===== src/rtl/aux_msg_pkg.sv =====
// Shared types for the AUX message framer.
// Assumes: command nibble encodings as listed in the brief.
package aux_msg_pkg;
    localparam int ADDR_W = 20;
    localparam int CMD_W  = 4;

    typedef enum logic [1:0] {
        REP_OK        = 2'd0,
        REP_INVALID   = 2'd1,
        REP_OVERFLOW  = 2'd2,
        REP_UNPLUGGED = 2'd3
    } rep_err_e;

    // True for the three commands that carry a payload
    function automatic logic cmd_carries_payload(input logic [CMD_W-1:0] c);
        return (c == 4'h8) || (c[3] == 1'b0 && c[1:0] == 2'b00);
    endfunction
endpackage


===== src/rtl/aux_req_tx.sv =====
// Request serializer: latches one request on an idle start, then emits
// header and payload bytes on a valid/ready port.
// Assumes: len never exceeds MAX_LEN.
module aux_req_tx
    import aux_msg_pkg::*;
#(
    parameter int MAX_LEN = 16
) (
    input  logic                     clk,
    input  logic                     rst_n,
    input  logic                     start,
    input  logic [CMD_W-1:0]         cmd,
    input  logic [ADDR_W-1:0]        addr,
    input  logic [$clog2(MAX_LEN+1)-1:0] len,
    input  logic [MAX_LEN*8-1:0]     wdata,
    input  logic                     tx_ready,
    output logic                     tx_valid,
    output logic [7:0]               tx_byte,
    output logic [$clog2(MAX_LEN+5)-1:0] tx_total,
    output logic                     busy,
    output logic                     done,
    output logic [$clog2(MAX_LEN+1)-1:0] len_held
);
    localparam int LEN_W  = $clog2(MAX_LEN + 1);
    localparam int TOT_W  = $clog2(MAX_LEN + 5);
    localparam int PIDX_W = (MAX_LEN > 1) ? $clog2(MAX_LEN) : 1;

    logic [CMD_W-1:0]  cmd_q;
    logic [ADDR_W-1:0] addr_q;
    logic [LEN_W-1:0]  len_q;
    logic [7:0]        pay_q [MAX_LEN];
    logic [TOT_W-1:0]  idx_q, total_q, hdr_q, hdr_n, total_n;
    logic [PIDX_W-1:0] pidx;
    logic              busy_q, done_q;

    // Size of the incoming request
    always_comb begin
        hdr_n   = (len != '0) ? TOT_W'(4) : TOT_W'(3);
        total_n = hdr_n + (cmd_carries_payload(cmd) ? TOT_W'(len) : TOT_W'(0));
    end

    // Control: accept on idle start, step the index on each handshake
    always_ff @(posedge clk) begin
        if (!rst_n) begin
            cmd_q   <= '0;
            addr_q  <= '0;
            len_q   <= '0;
            idx_q   <= '0;
            total_q <= '0;
            busy_q  <= 1'b0;
            done_q  <= 1'b0;
        end else begin
            done_q <= 1'b0;
            if (!busy_q && start) begin
                cmd_q   <= cmd;
                addr_q  <= addr;
                len_q   <= len;
                idx_q   <= '0;
                total_q <= total_n;
                busy_q  <= 1'b1;
            end else if (busy_q && tx_ready) begin
                if (idx_q == total_q - TOT_W'(1)) begin
                    busy_q <= 1'b0;
                    done_q <= 1'b1;
                end else begin
                    idx_q <= idx_q + TOT_W'(1);
                end
            end
        end
    end

    // Payload capture, one register byte per slot
    for (genvar g = 0; g < MAX_LEN; g++) begin : g_pay
        always_ff @(posedge clk) begin
            if (!rst_n)
                pay_q[g] <= '0;
            else if (!busy_q && start)
                pay_q[g] <= wdata[g*8 +: 8];
        end
    end

    // Byte selection by position in the stream
    always_comb begin
        hdr_q = (len_q != '0) ? TOT_W'(4) : TOT_W'(3);
        pidx  = PIDX_W'(idx_q - hdr_q);
        if (idx_q == TOT_W'(0))
            tx_byte = {cmd_q, addr_q[19:16]};
        else if (idx_q == TOT_W'(1))
            tx_byte = addr_q[15:8];
        else if (idx_q == TOT_W'(2))
            tx_byte = addr_q[7:0];
        else if (idx_q == TOT_W'(3) && len_q != '0)
            tx_byte = 8'(len_q) - 8'd1;
        else
            tx_byte = pay_q[pidx];
    end

    assign tx_valid = busy_q;
    assign tx_total = total_q;
    assign busy     = busy_q;
    assign done     = done_q;
    assign len_held = len_q;


    tx_hold_chk: assert property (@(posedge clk) disable iff (!rst_n)
        tx_valid && !tx_ready |=> tx_valid && $stable(tx_byte));

    done_after_hs_chk: assert property (@(posedge clk) disable iff (!rst_n)
        done_q |-> $past(busy_q && tx_ready) && !busy_q);

    busy_start_chk: assert property (@(posedge clk) disable iff (!rst_n)
        busy_q && start |=> $stable(total_q) && $stable(len_q) && $stable(addr_q));

    total_range_chk: assert property (@(posedge clk) disable iff (!rst_n)
        busy_q |-> total_q >= TOT_W'(3) && total_q <= TOT_W'(MAX_LEN + 4));
endmodule


===== src/rtl/aux_rep_rx.sv =====
// Reply parser: judges a received reply in one cycle and copies
// acknowledged read data into the read buffer.
// Assumes: rep_bytes holds at least as many bytes as rep_count names,
// up to MAX_LEN+1.
module aux_rep_rx
    import aux_msg_pkg::*;
#(
    parameter int MAX_LEN = 16
) (
    input  logic                          clk,
    input  logic                          rst_n,
    input  logic                          rep_valid,
    input  logic [$clog2(MAX_LEN+2)-1:0]  rep_count,
    input  logic [(MAX_LEN+1)*8-1:0]      rep_bytes,
    input  logic                          hpd_lost,
    input  logic [$clog2(MAX_LEN+1)-1:0]  req_len,
    output logic                          done,
    output logic [CMD_W-1:0]              code,
    output rep_err_e                      err,
    output logic [$clog2(MAX_LEN+2)-1:0]  data_count,
    output logic [MAX_LEN*8-1:0]          rd_buf
);
    localparam int CNT_W = $clog2(MAX_LEN + 2);

    logic [7:0]       head;
    logic [CNT_W-1:0] n_data, cnt_n, cnt_q;
    logic [CMD_W-1:0] code_n, code_q;
    rep_err_e         err_n, err_q;
    logic             wr_en, done_q;
    logic [7:0]       buf_q [MAX_LEN];

    // Verdict for the reply on the inputs, checks in priority order
    always_comb begin
        head   = rep_bytes[7:0];
        n_data = rep_count - CNT_W'(1);
        code_n = '0;
        cnt_n  = '0;
        wr_en  = 1'b0;
        err_n  = REP_OK;
        if (hpd_lost) begin
            err_n = REP_UNPLUGGED;
        end else if (rep_count == '0) begin
            err_n = REP_INVALID;
        end else if (head >= 8'h10) begin
            code_n = head[7:4];
        end else if (n_data > CNT_W'(req_len)) begin
            err_n = REP_OVERFLOW;
        end else begin
            cnt_n = n_data;
            wr_en = 1'b1;
        end
    end

    // Verdict registers, updated on each reply
    always_ff @(posedge clk) begin
        if (!rst_n) begin
            done_q <= 1'b0;
            code_q <= '0;
            err_q  <= REP_OK;
            cnt_q  <= '0;
        end else begin
            done_q <= rep_valid;
            if (rep_valid) begin
                code_q <= code_n;
                err_q  <= err_n;
                cnt_q  <= cnt_n;
            end
        end
    end

    // Read buffer, slot g written only by an accepted ACK that reaches it
    for (genvar g = 0; g < MAX_LEN; g++) begin : g_buf
        always_ff @(posedge clk) begin
            if (!rst_n)
                buf_q[g] <= '0;
            else if (rep_valid && wr_en && CNT_W'(g) < n_data)
                buf_q[g] <= rep_bytes[(g+1)*8 +: 8];
        end
        assign rd_buf[g*8 +: 8] = buf_q[g];
    end

    assign done       = done_q;
    assign code       = code_q;
    assign err        = err_q;
    assign data_count = cnt_q;


    code_no_data_chk: assert property (@(posedge clk) disable iff (!rst_n)
        done_q && code_q != '0 |-> cnt_q == '0 && err_q == REP_OK && $stable(rd_buf));

    overflow_chk: assert property (@(posedge clk) disable iff (!rst_n)
        done_q && err_q == REP_OVERFLOW |-> cnt_q == '0 && $stable(rd_buf));

    unplug_chk: assert property (@(posedge clk) disable iff (!rst_n)
        rep_valid && hpd_lost |=> err_q == REP_UNPLUGGED && cnt_q == '0 && $stable(rd_buf));

    empty_reply_chk: assert property (@(posedge clk) disable iff (!rst_n)
        rep_valid && !hpd_lost && rep_count == '0 |=> done_q && err_q == REP_INVALID);

    ack_bound_chk: assert property (@(posedge clk) disable iff (!rst_n)
        done_q |-> cnt_q <= CNT_W'(MAX_LEN));
endmodule


===== src/rtl/aux_msg_framer.sv =====
// Top of the AUX message framer: request serializer plus reply parser.
// The parser bounds reply data by the length of the last accepted request.
module aux_msg_framer
    import aux_msg_pkg::*;
#(
    parameter int MAX_LEN = 16
) (
    input  logic                          clk,
    input  logic                          rst_n,
    input  logic                          req_start,
    input  logic [3:0]                    req_cmd,
    input  logic [19:0]                   req_addr,
    input  logic [$clog2(MAX_LEN+1)-1:0]  req_len,
    input  logic [MAX_LEN*8-1:0]          req_wdata,
    input  logic                          tx_ready,
    output logic                          tx_valid,
    output logic [7:0]                    tx_byte,
    output logic [$clog2(MAX_LEN+5)-1:0]  tx_total,
    output logic                          req_busy,
    output logic                          req_done,
    input  logic                          rep_valid,
    input  logic [$clog2(MAX_LEN+2)-1:0]  rep_count,
    input  logic [(MAX_LEN+1)*8-1:0]      rep_bytes,
    input  logic                          hpd_lost,
    output logic                          rep_done,
    output logic [3:0]                    rep_code,
    output logic [1:0]                    rep_err,
    output logic [$clog2(MAX_LEN+2)-1:0]  rep_data_count,
    output logic [MAX_LEN*8-1:0]          rd_buf
);
    localparam int LEN_W = $clog2(MAX_LEN + 1);

    logic [LEN_W-1:0] len_held;
    rep_err_e         err_w;

    aux_req_tx #(.MAX_LEN(MAX_LEN)) u_tx (
        .clk      (clk),
        .rst_n    (rst_n),
        .start    (req_start),
        .cmd      (req_cmd),
        .addr     (req_addr),
        .len      (req_len),
        .wdata    (req_wdata),
        .tx_ready (tx_ready),
        .tx_valid (tx_valid),
        .tx_byte  (tx_byte),
        .tx_total (tx_total),
        .busy     (req_busy),
        .done     (req_done),
        .len_held (len_held)
    );

    aux_rep_rx #(.MAX_LEN(MAX_LEN)) u_rx (
        .clk        (clk),
        .rst_n      (rst_n),
        .rep_valid  (rep_valid),
        .rep_count  (rep_count),
        .rep_bytes  (rep_bytes),
        .hpd_lost   (hpd_lost),
        .req_len    (len_held),
        .done       (rep_done),
        .code       (rep_code),
        .err        (err_w),
        .data_count (rep_data_count),
        .rd_buf     (rd_buf)
    );

    assign rep_err = err_w;
endmodule


===== config.mk =====
export PLATFORM = sky130hd
export DESIGN_NAME = aux_msg_framer
export DESIGN_NICKNAME = d
export VERILOG_FILES = /design/src/rtl/aux_msg_pkg.sv /design/src/rtl/aux_req_tx.sv /design/src/rtl/aux_rep_rx.sv /design/src/rtl/aux_msg_framer.sv
export SDC_FILE = /design/constraint.sdc
export NUM_CORES = 1
export LEC_CHECK = 0
export BUFFER_PORTS_ARGS = -buffer_cell sky130_fd_sc_hd__buf_2
export CELL_PAD_IN_SITES_DETAIL_PLACEMENT = 1
export CELL_PAD_IN_SITES_GLOBAL_PLACEMENT = 1
export CORE_UTILIZATION = 45
export CTS_BUF_LIST = sky130_fd_sc_hd__clkbuf_8
export CTS_CLUSTER_DIAMETER = 50
export CTS_CLUSTER_SIZE = 16
export DETAILED_ROUTE_END_ITERATION = 8
export GPL_TIMING_DRIVEN = 1
export HOLD_SLACK_MARGIN = 0.12
export PLACE_DENSITY = 0.89
export SLEW_MARGIN = 25
export SYNTH_ARGS = -nofsm -noshare
export SYNTH_HDL_FRONTEND = slang
export SYNTH_SLANG_ARGS = --single-unit

===== constraint.sdc =====
create_clock -name clk -period 8.2 [get_ports clk]
set_input_delay 1.64 -clock clk [delete_from_list [all_inputs] [get_ports clk]]
set_output_delay 1.64 -clock clk [all_outputs]
set_load 0.01 [all_outputs]

After elaboration in Yosys (flattened, before gate mapping)
Memory sizes are Yosys's and may differ from the RTL's.
Index checks and enable logic that the tools add are counted.
- memory bits (writable): 256
- output and inout port bits: 156
- input bits: 304
- memory bits (read-only): 0
- logic and storage cells: 222
- latch bits: 0
- flip-flop bits (word level): 53
- memories kept: 2
- order comparisons: 18
- reduce and logical (&&, ||, !) cells: 34
- eq/ne operators: 5
- shift-type cells: 0
- div/mod/pow operators: 0
- bitwise operators: 36
- add/subtract/negate cells: 6
- mux-type cells: 110
- multipliers: 0
- memory list (memory ; words ; bits a word ; rd ports ; clocked after Yosys merged registers in ; write ports ; line ; text):
    u_rx.buf_q ; 16 ; 8 ; 16 ; 0 ; 16 ; aux_rep_rx.sv:30 ; logic [7:0] buf_q [MAX_LEN];
    u_tx.pay_q ; 16 ; 8 ; 1 ; 0 ; 16 ; aux_req_tx.sv:31 ; logic [7:0] pay_q [MAX_LEN];
- operator list (kind ; count):
    two-way mux 8 bit ; 36
    two-way mux 1 bit ; 60
    < comparator 4 x 5 -> 1 bit, first input constant ; 8
    bitwise OR 1 bit ; 32
    two-way mux 5 bit ; 5
    logical AND 1 bit ; 21
    < comparator 3 x 5 -> 1 bit, first input constant ; 4
    two-way mux 4 bit ; 3
    == test 5 x 2 -> 1 bit, second input constant ; 2
    zero test 5 bit ; 2
    < comparator 1 x 5 -> 1 bit, first input constant ; 2
    < comparator 2 x 5 -> 1 bit, first input constant ; 2
    nonzero test 5 bit ; 2
    subtractor 5 x 1 -> 5 bit, second input constant ; 2
    greater-or-equal comparator 8 x 5 -> 1 bit, second input constant ; 1
    two-way mux 2 bit ; 4
    two-way mux 3 bit ; 2
    subtractor 5 x 1 -> 6 bit, second input constant ; 1
    adder 5 x 1 -> 5 bit, second input constant ; 1
    adder 5 bit ; 1
    == test 5 x 1 -> 1 bit, second input constant ; 1
    == test 5 bit ; 1
    greater-than comparator 5 bit ; 1
    == test 4 bit, second input constant ; 1
    other kinds (9) ; 14

Longest topological paths before layout
Gate-level depths: netlist of the first run.
- depth in word-level cells: 12
- mapped depth: 16
- depth with buffers taken out: 12

By module
A second synthesis of the first run with hierarchy kept.
- cells, all modules: 1017
- area, all modules: 13775.7 sq um
- modules (own cells, without submodules) (module ; area each (sq um) ; cells an instance ; seq. area each (sq um) ; times used):
    aux_req_tx ; 7967.6 ; 588 ; 4664.5 ; 1
    aux_rep_rx ; 5808.1 ; 429 ; 4083.9 ; 1

Least setup slack after synthesis of the first run
No wires, ideal clock.
- path type: in2reg
- start point: input port req_start
- end point: memory u_tx.pay_q[0][0] (enable)
- path buffers: 1
- cell stages on the path: 4
- setup time: 0.542 ns
- arrival time: 5.589 ns
- slack: 2.069 ns
- required time: 7.658 ns
- path through: nand2b_1 and2_1 inv_1 clkbuf_1
- RTL lines (element ; line ; text):
    start: declaration ; aux_msg_framer.sv:10 ; input logic req_start,
    end: declaration ; aux_req_tx.sv:31 ;

Final worst setup path of the first run
- start point: register u_tx.len_q[1] (netlist: u_tx.len_held[1])
- end point: output port tx_byte[0]
- cells in the longest elaborated chain, start to end: 8
- elaborated cells between the ends (all ways): 9
- classes of those cells: 1 x add/sub; 5 x mux; 2 x reduce/logical; 1 x memory
- ends and longest elaborated chain (element ; line ; text):
    start: declaration ; aux_req_tx.sv:30 ; logic [LEN_W-1:0] len_q;
    start signal: assignment ; aux_req_tx.sv:57 ; len_q <= len;
    nonzero test 5 bit (*) ; aux_req_tx.sv:84, aux_req_tx.sv:92 ;
    two-way mux 3 bit ; aux_req_tx.sv:84 ; hdr_q = (len_q != '0) ? TOT_W'(4) : TOT_W'(3);
    subtractor 4 bit ; aux_req_tx.sv:85 ; pidx = PIDX_W'(idx_q - hdr_q);
    memory read (16 x 8 bit) ; n/a ;
    two-way mux 8 bit (*) ; aux_req_tx.sv:92 ; else if (idx_q == TOT_W'(3) && len_q != '0)
    two-way mux 8 bit (*) ; aux_req_tx.sv:90 ; else if (idx_q == TOT_W'(2))
    two-way mux 8 bit (*) ; aux_req_tx.sv:88 ; else if (idx_q == TOT_W'(1))
    two-way mux 8 bit (*) ; aux_req_tx.sv:86 ; if (idx_q == TOT_W'(0))
    end: declaration ; aux_msg_framer.sv:17 ; output logic [7:0] tx_byte,
Every way passes the cells marked *; elsewhere a longest branch is shown, timed or not.

==> results.ini, run 1 <==
[pwr]
p_leak_nw=7.79
comb_power_share_pct=15.5
p_int_mw=2.65
switching_share_pct=27.3
switching_power_uw=995
ir_worst_vdd_mv=0.248
p_per_area_nw_per_um2=209
clkPwrFrac_pct=34.6
p_seq_share_pct=50.0

[setup_path]
cp_common_cell=inv_1
slowest_stage=fa_2
crit_path_max_incr_delay_ns=1.13
crit_buf_inv=4
required_ns=6.56
critPathLaunchType=flip-flop
reg2reg_depth=8
crit_arrival_ns=4.75
path_delay_family=adder cells
critPathMaxFanout=32
crit_type=flip-flop to output pin
end_kind=output pin
r2r_end=u_rx.buf_q[1][36]
reg2reg_slack_ns=5.20
cp_cell_sequence=inv_1, ha_1, or4b_1, inv_1, ha_2, inv_1, fa_2, mux4_2, mux2i_1, mux2i_1, o2bb2ai_1, buf_2
r2r_start=u_tx.len_held[2]

[place]
hpwl_microns=32700
placed_area_sq_um=16600
gp_congestion=0.864
portBuffers=455
post-place-ws_ns=2.26

[yosys]
synth.most_common_cell=edfxtp_1
muxShareOfSynthArea_pct=6.78
yosysTopAreaCell=edfxtp_1
avgSynthCellArea_sq_um=13.5
mappedNetlistNets=1362
synth_top_family_by_area=simple AND/OR/NAND/NOR gates
synth.distinct_cells=63
ys_async_sr_fraction_pct=0
synth-seq-cells=309
netlist_area_sq_um=14000
yosys_most_used_dff=edfxtp_1
ys_warn_count=0
netlist_instances=1037
synthSimpleGateAreaFrac_pct=17.8
netlist_top_cells_area=edfxtp_1 (55%), dfxtp_1 (7.6%), and2_1 (6.0%)
synth-compound-area-share_pct=7.02
synth_edf_count=256
synth_top_area_share_pct=54.9
yosys-top-cells-count=edfxtp_1 (256), and2_1 (135), and3_1 (92)
ys_seq_area_share_pct=62.5
synthXorXnorAreaFrac_pct=1.06
synth_fa_ha_area_share_pct=1.98

[floorplanning]
rows=64
coreArea_sq_um=30600
die_area_sq_um=31800
fp.dieW_microns=178
die_h_microns=178
ios=460
start_util_pct=45.8

[run_status]
outcome=complete, no violations

[cells_and_area]
areaGrowthSynthToFinish_pct=24.8
final_util_pct=57.1
drive_above_1_share_pct=38.8
design_area_sq_um=17500
fin_nets=1795

[clock_network]
holdBufCountCts=0
clock_path_buffers=3
cts_buffers=34
cts_tree=yes
cts_resized=0
cts_sinks=309
cts-root-buf=clkbuf_8
clkTransAtPathRegs_ns=0.10
htree_levels=2
cts_setup_buffers=0
clock_latency_ns=0.56

[global_route]
grt_pass1_vias=11000
grt-ovfl-total=0
grt_pass1_wl_microns=65300
grt_antenna_before_repair=22
grt_max_degree=133
grt.total_usage_pct=27.4

[routing]
wire_per_inst_microns=23.8
drt-initial-drc-count=670
num_vias=10600
drc=0
antenna_left=0
vias_per_cell=5.56
drt-pass1-iter-count=5
wl_microns=45400

[min_path]
hp-start=u_rx.data_count[1]
hold_path_depth=2
min_to=u_rx.data_count[1]
hp-class=flip-flop to flip-flop

[timing]
fin_ws_ns=1.81
slew_violations=0
finalSetupTns_ns=0
clock.fmax_mhz=156
relSlewSlack_pct=29.1
rsz0062_at_grt=false
clock_skew_ns=0.0382
hold_viol=0
period_minus_slack_ns=6.39
worstMarginPinSlew_ns=1.06
fin_crit_sh_pct=77.9
finalSetupViolCount=0

[run]
maxCapViolations=0

[layout make-up]
class,instances,area (sq um)
multi-input combinational,637,4880
timing repair buffer,465,2360
clock inverter,23,335
clock buffer,37,509
antenna,20,50.0
tap,396,495
fill,3196,13100
inverter,23,88.8
sequential,309,8750
[worst min-delay path, delay by kind of cell (launching register included)]
kind             cells  cell delay [ns]
flip-flops           1             0.32
AO/OA/AOI/OAI        1             0.05
AND/OR/NAND/NOR      1             0.07
[metrics by stage]
stage               hold slack [ns]  power [mW]  cells
floorplan                     0.441        2.18   1037
global placement              0.456        2.38   1830
detailed placement            0.472        2.41   1830
CTS                           0.487        3.66   1890
global route                  0.510        3.77   1908
finish                        0.484        3.64   1910
[logic make-up (layout without fill, tap and decap cells)]
kind of cell,count (synthesis),count (layout)
AND/OR/NAND/NOR,397,397
AO/OA/AOI/OAI,148,148
XOR/XNOR,17,17
buffers and inverters,91,548
adder cells (fa/ha/maj),21,21
other,0,20
multiplexers,54,54
flip-flops,309,309
[layer usage]
| layer | vias up | GRT usage (%) | wire, microns |
|---|---|---|---|
| met3 | 96 | 5.82 | 3000 |
| li1 | 4783 | - | - |
| met2 | 481 | 51.5 | 24800 |
| met5 | - | 0 | 34 |
| met1 | 5250 | 29.1 | 15900 |
| met4 | 6 | 12.5 | 1640 |
[cells in the final DEF (no fill, tap or decap), types with 13 or more instances in the layout]
cell	count
diode_2	20
dfxtp_1	53
edfxtp_1	256
nor2_1	22
and3_1	92
a22o_1	27
clkbuf_8	37
mux4_2	32
buf_2	455
ha_1	18
a21oi_1	30
and2_1	135
nand2_1	32
and4_1	41
nand2b_1	13
o21ai_0	32
inv_1	23
mux2i_1	16
[worst max path at each step]
stage | start | to | slack (ns) | depth (start not counted)
floorplan | req_start | u_tx.pay_q[0][0] | 2.07 | 4
global placement | rep_count[0] | u_rx.buf_q[0][25] | 2.41 | 13
detailed placement | rep_count[0] | u_rx.buf_q[1][19] | 2.26 | 13
CTS | u_tx.len_held[1] | tx_byte[0] | 1.79 | 12
global route | u_tx.len_held[1] | tx_byte[4] | 1.58 | 12
finish | u_tx.len_held[1] | tx_byte[0] | 1.81 | 12
[power by group through the flow]
stage               registers, mW  logic [mW]  clock network [mW]
global placement             1.85       0.539                   0
CTS                          1.82       0.567                1.27
floorplan                    1.86       0.321                   0
detailed placement           1.85       0.560                   0
finish                       1.82       0.564                1.26
global route                 1.83       0.607                1.33
[sequential cells by signal, indices dropped and copies added (netlist names)]
register	flops
u_rx.err	2
u_tx.idx_q	5
u_tx.addr_q	20
u_tx.len_held	5
u_rx.done	1
u_rx.data_count	5
u_tx.busy	1
u_tx.pay_q	128
u_rx.buf_q	128
u_rx.code	4
u_tx.done	1
u_tx.cmd_q	4
u_tx.tx_total	5
Note: power is estimated with default switching activity, not from simulation.
==> run 2, diff against run 1 <==
Settings changed: CORE_UTILIZATION 45 to 41, PLACE_DENSITY 0.89 to 0.82.
Clock period 8.2 ns to 6.6 ns, I/O delays scaled along.
==> run 2 against run 1 <==
Compared with the run above: register-to-register slack lost 1.5 ns; hold slack got worse by 0.0038 ns; clock skew is 0.015 ns lower; utilization fell by 4.8 points; final area rose by 0.38%; die area increased by 9.6%; non-clock buffer count up 9; wire length is 6.6% lower; setup slack lost 1.1 ns; critical path depth did not move; critical path type unchanged; critical endpoint unchanged; largest power group unchanged.
==> results.ini, run 2 (same netlist as run 1, synthesis figures left out) <==
[clock_network]
cts_buffers=36  ; +5.9%
cts_resized=0  ; unchanged
clock_path_buffers=3  ; unchanged
htree_levels=2  ; unchanged
clkTransAtPathRegs_ns=0.08  ; -0.02 ns
cts-root-buf=clkbuf_8
cts_tree=yes
clock_latency_ns=0.53  ; -0.03 ns
cts_sinks=309  ; unchanged
cts_setup_buffers=0  ; unchanged
holdBufCountCts=0  ; unchanged

[pwr]
comb_power_share_pct=16.0  ; +0.5 points
total_power_mw=4.37  ; +20%
clkPwrFrac_pct=32.4  ; -2.2 points
p_int_mw=3.16  ; +19%
p_leak_nw=7.81  ; +0.19%
p_seq_share_pct=51.6  ; +1.6 points
switching_share_pct=27.8  ; +0.46 points
switching_power_mw=1.21  ; +22%
p_per_area_nw_per_um2=249  ; +20%
ir_worst_vdd_mv=0.200  ; -19%

[setup_path]
critPathLaunchType=flip-flop
crit_type=flip-flop to output pin
required_ns=5.28  ; -1.28 ns
end_kind=output pin
crit_arrival_ns=4.60  ; -0.15 ns
reg2reg_depth=5  ; -3
critPathMaxFanout=27  ; -16%
startpoint=u_tx.len_held[0]
r2r_start=u_tx.busy

[routing]
drc=0  ; unchanged
num_vias=10400  ; -2.2%
wire_per_inst_microns=21.5  ; -9.5%
wl_microns=42400  ; -6.6%
drt-initial-drc-count=495  ; -26%
vias_per_cell=5.27  ; -5.2%
antenna_left=0  ; unchanged
drt-pass1-iter-count=4  ; -1

[cells_and_area]
areaGrowthSynthToFinish_pct=25.2
final_common_cell=buf_2
reg_top3=u_rx.buf_q (128), u_tx.pay_q (128), u_tx.addr_q (20)
fin_nets=1806  ; +0.61%
drive_above_1_share_pct=39.2  ; +0.42 points
final_cell_mix=buf_2 (455), edfxtp_1 (256), and2_1 (135), and3_1 (92), dfxtp_1 (53)
final_cells=1971  ; +3.2%

[timing]
slew_violations=0  ; unchanged
worstMarginPinSlew_ns=0.984  ; -0.0798 ns
fin_crit_sh_pct=89.7
relSlewSlack_pct=34.4  ; +5.3 points
clock.fmax_mhz=169
finalSetupTns_ns=0  ; unchanged
period_minus_slack_ns=5.92
rsz0062_at_grt=false
hold_viol=0  ; unchanged
fin_ws_ns=0.682  ; -1.13 ns
finalSetupViolCount=0  ; unchanged
clock_skew_ns=0.0237  ; -0.0145 ns

[global_route]
grt_max_degree=162  ; +22%
grt_antenna_before_repair=23  ; +4.5%
grt_pass1_wl_microns=63900  ; -2.3%
grt-ovfl-total=0  ; unchanged
grt_pass1_vias=11000  ; -0.15%
grt.total_usage_pct=24.0  ; -3.5 points

[floorplanning]
die_h_microns=187  ; +4.7%
start_util_pct=41.7  ; -4.0 points
die_area_sq_um=34900  ; +9.6%
ios=460  ; unchanged
rows=67  ; +4.7%
coreArea_sq_um=33500  ; +9.6%
fp.dieW_microns=187  ; +4.7%

[place]
portBuffers=455  ; unchanged
dp_cells=1891  ; +3.3%
hpwl_microns=32200  ; -1.7%
gp_congestion=0.824  ; -4.7%
post-place-ws_ns=1.04  ; -1.21 ns

[min_path]
hp-start=u_rx.data_count[0]
hp-class=flip-flop to flip-flop
hold_path_depth=2  ; unchanged

[run_status]
outcome=complete, no violations

[run]
maxCapViolations=0  ; unchanged

run 2: cell count changes in the layout (fill, tap and decap cells not counted), sizes merged:
cell / before / now
buf: 465 / 474
bufinv: 5 / 1
clkinv: 11 / 13
clkinvlp: 1 / 2
diode: 20 / 17
inv: 29 / 33
run 2: area by class of cell:
type | count | area, sq um
timing repair buffer | 474 | 2440
clock buffer | 37 | 509
tap | 448 | 561
multi-input combinational | 637 | 4880
fill | 3614 | 16000
inverter | 23 | 88.8
antenna | 17 | 42.5
clock inverter | 26 | 269
sequential | 309 | 8750
run 2: through the flow:
step / util (%) / hold slack [ns] / cell area, sq um
2_1_floorplan: - / 0.441 / 14000
3_3_place_gp: 49.8 / 0.456 / 16700
3_5_place_dp: 49.8 / 0.470 / 16700
4_1_cts: 52.1 / 0.484 / 17500
5_1_grt: 52.3 / 0.517 / 17500
6_report: 52.3 / 0.480 / 17500
run 2: path summary, 6_finish.rpt:
check / slack [ns] / end
max reg2reg: 3.70 / u_tx.pay_q[11][7]
min reg2reg: 0.48 / u_rx.data_count[0]
min: 0.48 / u_rx.data_count[0]
max: 0.68 / tx_byte[0]
run 2: power groups by stage:
stage	Sequential, mW	Combinational [mW]	Clock [mW]
final	2.26	0.698	1.42
after global placement	2.29	0.689	0
after detailed placement	2.30	0.712	0
after CTS	2.26	0.714	1.45
after floorplan	2.31	0.399	0
after global routing	2.27	0.761	1.52
run 2: critical path, cell delays in order, from the launching register on:
cell       delay [ns]
dfxtp_1          0.38
inv_1            0.14
ha_1             0.17
or4b_1           0.59
inv_1            0.15
ha_2             0.18
inv_1            0.06
fa_2             1.07
mux4_2           0.42
mux2i_1          0.27
mux2i_1          0.20
o2bb2ai_1        0.24
buf_2            0.18
run 2: routing by layer:
metal	up-vias	wire [microns]	track usage (%)
met5	-	56	0
met4	10	1130	9.08
met3	69	2600	5.53
met2	405	23200	45.2
met1	5095	15400	25.8
li1	4808	-	-
